File: src/rtl/slpgate_pkg.sv
package slpgate_pkg;

    typedef enum logic [2:0] {
        ST_ACTIVE = 3'd0,
        ST_IDLE   = 3'd1,
        ST_PDOWN  = 3'd2,
        ST_PSAVE  = 3'd3,
        ST_STDBY  = 3'd4,
        ST_XSTDBY = 3'd5
    } pwr_state_e;

    typedef struct packed {
        logic cpu;
        logic per;
        logic rtc;
        logic osc;
    } clk_gate_t;

    localparam logic [2:0] CODE_IDLE   = 3'b000;
    localparam logic [2:0] CODE_PDOWN  = 3'b010;
    localparam logic [2:0] CODE_PSAVE  = 3'b011;
    localparam logic [2:0] CODE_STDBY  = 3'b110;
    localparam logic [2:0] CODE_XSTDBY = 3'b111;

    function automatic logic code_valid(logic [2:0] c);
        return (c == CODE_IDLE) || (c == CODE_PDOWN) || (c == CODE_PSAVE) ||
               (c == CODE_STDBY) || (c == CODE_XSTDBY);
    endfunction

    function automatic pwr_state_e code_to_state(logic [2:0] c);
        pwr_state_e s;
        case (c)
            CODE_IDLE:   s = ST_IDLE;
            CODE_PDOWN:  s = ST_PDOWN;
            CODE_PSAVE:  s = ST_PSAVE;
            CODE_STDBY:  s = ST_STDBY;
            CODE_XSTDBY: s = ST_XSTDBY;
            default:     s = ST_ACTIVE;
        endcase
        return s;
    endfunction

    function automatic clk_gate_t state_gates(pwr_state_e s);
        clk_gate_t g;
        case (s)
            ST_IDLE:   g = '{cpu: 1'b0, per: 1'b1, rtc: 1'b1, osc: 1'b1};
            ST_PDOWN:  g = '{cpu: 1'b0, per: 1'b0, rtc: 1'b0, osc: 1'b0};
            ST_PSAVE:  g = '{cpu: 1'b0, per: 1'b0, rtc: 1'b1, osc: 1'b0};
            ST_STDBY:  g = '{cpu: 1'b0, per: 1'b0, rtc: 1'b0, osc: 1'b1};
            ST_XSTDBY: g = '{cpu: 1'b0, per: 1'b0, rtc: 1'b1, osc: 1'b1};
            default:   g = '{cpu: 1'b1, per: 1'b1, rtc: 1'b1, osc: 1'b1};
        endcase
        return g;
    endfunction

endpackage

File: src/rtl/slpgate_regs.sv
module slpgate_regs #(
    parameter int              DW      = 8,
    parameter int              NPER    = 8,
    parameter logic [NPER-1:0] PRESENT = '1
) (
    input  logic            clk,
    input  logic            rst,
    input  logic            we,
    input  logic            addr,
    input  logic [DW-1:0]   wdata,
    output logic [DW-1:0]   rdata,
    output logic            sen,
    output logic [2:0]      code,
    output logic [NPER-1:0] pr
);
    always_ff @(posedge clk) begin
        if (rst) begin
            sen  <= 1'b0;
            code <= 3'b000;
            pr   <= '0;
        end else if (we) begin
            if (!addr) begin
                sen  <= wdata[0];
                code <= wdata[3:1];
            end else begin
                pr <= wdata[NPER-1:0] & PRESENT;
            end
        end
    end

    always_comb begin
        rdata = '0;
        if (!addr) rdata[3:0]      = {code, sen};
        else       rdata[NPER-1:0] = pr;
    end

    p_ctrl_write_r1: assert property (@(posedge clk) disable iff (rst)
        (we && !addr) |=> ({code, sen} == $past(wdata[3:0])));
    p_ctrl_hold_r9: assert property (@(posedge clk) disable iff (rst)
        !we |=> ($stable(code) && $stable(sen) && $stable(pr)));
    p_absent_zero_r11: assert property (@(posedge clk) disable iff (rst)
        (we && addr) |=> ((pr & ~PRESENT) == '0));
endmodule

File: src/rtl/slpgate_fsm.sv
module slpgate_fsm
    import slpgate_pkg::*;
(
    input  logic       clk,
    input  logic       rst,
    input  logic       sleep_req,
    input  logic       wake,
    input  logic       sen,
    input  logic [2:0] code,
    output pwr_state_e state
);
    pwr_state_e state_nx;

    always_comb begin
        state_nx = state;
        if (wake)
            state_nx = ST_ACTIVE;
        else if (state == ST_ACTIVE && sleep_req && sen && code_valid(code))
            state_nx = code_to_state(code);
    end

    always_ff @(posedge clk) begin
        if (rst) state <= ST_ACTIVE;
        else     state <= state_nx;
    end

    p_sen_low_stays_r2: assert property (@(posedge clk) disable iff (rst)
        (state == ST_ACTIVE && !sen) |=> (state == ST_ACTIVE));
    p_reserved_ignored_r3: assert property (@(posedge clk) disable iff (rst)
        (state == ST_ACTIVE && !code_valid(code)) |=> (state == ST_ACTIVE));
    p_wake_active_r9: assert property (@(posedge clk) disable iff (rst)
        wake |=> (state == ST_ACTIVE));
    p_sleep_hold_r13: assert property (@(posedge clk) disable iff (rst)
        (state != ST_ACTIVE && !wake) |=> $stable(state));
endmodule

File: src/rtl/slpgate_perclk.sv
module slpgate_perclk #(
    parameter int              NPER    = 8,
    parameter logic [NPER-1:0] PRESENT = '1
) (
    input  logic            per_en,
    input  logic [NPER-1:0] pr,
    output logic [NPER-1:0] dev_clk_en,
    output logic [NPER-1:0] access_blk
);
    for (genvar i = 0; i < NPER; i++) begin : g_dev
        if (PRESENT[i]) begin : g_present
            assign dev_clk_en[i] = per_en & ~pr[i];
            assign access_blk[i] = pr[i];
        end else begin : g_absent
            logic unused_pr;
            assign unused_pr     = pr[i];
            assign dev_clk_en[i] = per_en;
            assign access_blk[i] = 1'b0;
        end
    end
endmodule

File: src/rtl/slpgate_ctrl.sv
module slpgate_ctrl
    import slpgate_pkg::*;
#(
    parameter int              DW      = 8,
    parameter int              NPER    = 8,
    parameter logic [NPER-1:0] PRESENT = 8'h7F
) (
    input  logic            clk,
    input  logic            rst,
    input  logic            reg_we,
    input  logic            reg_addr,
    input  logic [DW-1:0]   reg_wdata,
    output logic [DW-1:0]   reg_rdata,
    input  logic            sleep_req,
    input  logic            wake,
    output logic            cpu_clk_en,
    output logic            per_clk_en,
    output logic            rtc_clk_en,
    output logic            osc_en,
    output logic [NPER-1:0] dev_clk_en,
    output logic [NPER-1:0] dev_access_blk
);
    logic            sen;
    logic [2:0]      code;
    logic [NPER-1:0] pr;
    pwr_state_e      state;
    clk_gate_t       gates;

    slpgate_regs #(.DW(DW), .NPER(NPER), .PRESENT(PRESENT)) u_regs (
        .clk(clk), .rst(rst), .we(reg_we), .addr(reg_addr), .wdata(reg_wdata),
        .rdata(reg_rdata), .sen(sen), .code(code), .pr(pr)
    );

    slpgate_fsm u_fsm (
        .clk(clk), .rst(rst), .sleep_req(sleep_req), .wake(wake),
        .sen(sen), .code(code), .state(state)
    );

    assign gates      = state_gates(state);
    assign cpu_clk_en = gates.cpu;
    assign per_clk_en = gates.per;
    assign rtc_clk_en = gates.rtc;
    assign osc_en     = gates.osc;

    slpgate_perclk #(.NPER(NPER), .PRESENT(PRESENT)) u_perclk (
        .per_en(per_clk_en), .pr(pr), .dev_clk_en(dev_clk_en), .access_blk(dev_access_blk)
    );

    p_cpu_gated_first_r4: assert property (@(posedge clk) disable iff (rst)
        (!per_clk_en || !rtc_clk_en || !osc_en) |-> !cpu_clk_en);
    p_deep_devclk_off_r10: assert property (@(posedge clk) disable iff (rst)
        !per_clk_en |-> (dev_clk_en == '0));
    p_absent_unblocked_r11: assert property (@(posedge clk) disable iff (rst)
        ((dev_access_blk & ~PRESENT) == '0));
    p_enter_only_on_req_r2: assert property (@(posedge clk) disable iff (rst)
        (cpu_clk_en && !sleep_req) |=> cpu_clk_en);
endmodule

File: config.mk
export PLATFORM = sky130hd
export DESIGN_NAME = slpgate_ctrl
export DESIGN_NICKNAME = d
export VERILOG_FILES = /design/src/rtl/slpgate_pkg.sv /design/src/rtl/slpgate_regs.sv /design/src/rtl/slpgate_fsm.sv /design/src/rtl/slpgate_perclk.sv /design/src/rtl/slpgate_ctrl.sv
export SDC_FILE = /design/constraint.sdc
export NUM_CORES = 1
export LEC_CHECK = 0
export BUFFER_PORTS_ARGS = -buffer_cell sky130_fd_sc_hd__buf_2
export CORE_UTILIZATION = 28
export DETAILED_ROUTE_END_ITERATION = 10
export SYNTH_ARGS = -nofsm -noshare
export SYNTH_HDL_FRONTEND = slang
export SYNTH_HIERARCHICAL = 1
export SYNTH_SLANG_ARGS = --single-unit
File: constraint.sdc
create_clock -name clk -period 2.48 [get_ports clk]
set_input_delay 0.248 -clock clk [delete_from_list [all_inputs] [get_ports clk]]
set_output_delay 0.248 -clock clk [all_outputs]
set_load 0.02 [all_outputs]
==> run_results.csv <==
group,metric,value,unit
detailed_routing,vias_per_cell,4.68,
logic_synthesis,avgSynthCellArea,9.61,µm²
logic_synthesis,postSynthCellCount,91,
global_routing,grt_pass1_wl,2770,µm
layout,diodes,0,
clocking,cts_setup_buffers,0,
setup_path,cp_max_fo,7,
place,io_buffers,38,
setup_path,crit_type,"reg -> out",
place,place_area,998,µm²
detailed_routing,top_layer,"met4",
global_routing,grt_max_degree,19,
clocking,clock_latency,0.27,ns
clocking,ctsHoldBuffers,0,
min_path,hp-class,"in -> reg",
floorplan,start_util,0.307,
timing,setup_tns,0,ns
timing,hold_viol,0,
layout,nNetsFinal,135,
detailed_routing,wl_met3,115,µm
layout,stdcell_area,0.00102,mm²
detailed_routing,drc,6,
detailed_routing,drt_wl_total,1820,µm
detailed_routing,m1WireLength,815,µm
floorplan,fp.dieH,57.9,µm
setup_path,arrival,1.52,ns
logic_synthesis,syn_nets,105,
global_routing,antenna_found_initial,0,
layout,fin_util,0.358,
logic_synthesis,synthesis.area,875,µm²
global_routing,grt_overflow,0,
setup_path,end_kind,"output port",
setup_path,crit_chain,"xnor2_1 -> buf_4 -> and2b_2 -> buf_2",
floorplan,die_x,57.9,µm
floorplan,fp-row-count,19,
timing,slew_violations,0,
setup_path,reg2reg_slack,1.39,ns
detailed_routing,vias,702,
clocking,htree_levels,1,
timing,period_share,0.714,
clocking,cts_tree,"yes",
setup_path,cp-start-kind,"flop",
job,max-cap-violations,0,
floorplan,io_pins,42,
floorplan,die_area,0.00335,mm²
place,gp_congestion,0.691,
layout,drive_gt1_frac,0.496,
clocking,clockBufferDepth,2,
status,violations,"design-rule violations",
clocking,clk_pin_slew_worst_paths,0.08,ns
power,static-leakage-power,0.447,nW
setup_path,cpPeakStageDelay,0.40,ns
timing,clock_skew,0.00502,ns
timing,finalCriticalPeriod,1.77,ns
timing,setup_viol,0,
power,power_density,456,mW/mm²
logic_synthesis,ys.warnings.count,6,
detailed_routing,route.met2.wl,872,µm
detailed_routing,first_iter_violations,29,
layout,area_growth,16.7,%
status,status,"finished with violations",
clocking,cts_num_sinks,14,
detailed_routing,ant_nets,0,
timing,rsz0062_at_grt,"no",
timing,max_freq,565,MHz
floorplan,core_region_area,0.00285,mm²
clocking,cts_resized,0,
clocking,clockRootBuffer,"clkbuf_4",
setup_path,critPathRequiredTime,2.23,ns
power,peakVddDrop,0.000200,V
clocking,cts_buffers,3,
detailed_routing,drtPass1Iterations,7,
setup_path,cpMaxStageDelayCell,"dfxtp_1",
global_routing,grtUsageTotal,0.110,
global_routing,grt_pass1_vias,623,
detailed_routing,wl_per_cell,12.1,µm
worst paths after layout:
check                       from              to  cells past startpoint
hold reg to reg     u_regs/pr[1]    u_regs/pr[1]                      2
hold / removal              wake  u_fsm/state[1]                      2
setup / recovery  u_fsm/state[2]   dev_clk_en[4]                      4
setup reg to reg  u_fsm/state[1]  u_fsm/state[2]                      3
state kept, by name, summed over array words and instances, names as in the netlist:
signal / cells
u_regs/pr: 7
u_fsm/state: 3
u_regs/code: 3
u_regs/sen: 1
critical path: cells and delay by family (launching register included):
family / cells / cell delay [ns]
AND/OR/NAND/NOR: 1 / 0.14
buffers and inverters: 2 / 0.36
XOR/XNOR: 1 / 0.35
flip-flops: 1 / 0.40
routing by layer:
layer / GRT usage / up-vias
met5: 0 / -
met4: 0.0408 / 0
met3: 0.0268 / 2
met2: 0.189 / 26
met1: 0.132 / 319
li1: - / 355
cell type report:
type	instances	area [µm²]
Timing Repair Buffer	39	198
Clock buffer	3	22.5
Fill cell	310	1830
Tap cell	31	38.8
Inverter	1	3.75
Multi-Input combinational cell	62	478
Sequential cell	14	280
where the power goes:
| group | internal (W) | total [W] | switching (W) |
|---|---|---|---|
| Combinational | 0.0000432 | 0.0000967 | 0.0000535 |
| Sequential | 0.000234 | 0.000243 | 0.00000913 |
| Clock | 0.0000562 | 0.000126 | 0.0000701 |
| Total | 0.000333 | 0.000466 | 0.000133 |
per-stage QoR:
step	total power [W]	std cells	hold slack (ns)	worst slack, ns
after detailed placement	0.000346	147	0.462	0.984
after floorplan	0.000325	91	0.325	0.891
after global placement	0.000344	147	0.457	0.998
after global routing	0.000499	150	0.162	0.601
after CTS	0.000472	150	0.170	0.679
final	0.000466	150	0.174	0.711
placed cells by master, fill, tap and decap left out:
master,count
nand2b_1,13
clkbuf_4,3
buf_4,1
or2b_2,1
nor4_1,1
a21o_2,1
and2b_2,7
dfxtp_1,14
a41oi_1,2
xnor2_1,1
a21oi_1,3
and2_1,4
mux2i_1,8
or2_1,1
nor3_1,4
a31oi_1,1
inv_1,1
mux2_2,4
nand3_1,3
nor2_1,1
nor4b_4,1
buf_2,38
a21bo_2,3
conb_1,2
a211oi_1,1
(Power assumes the default switching activity.)
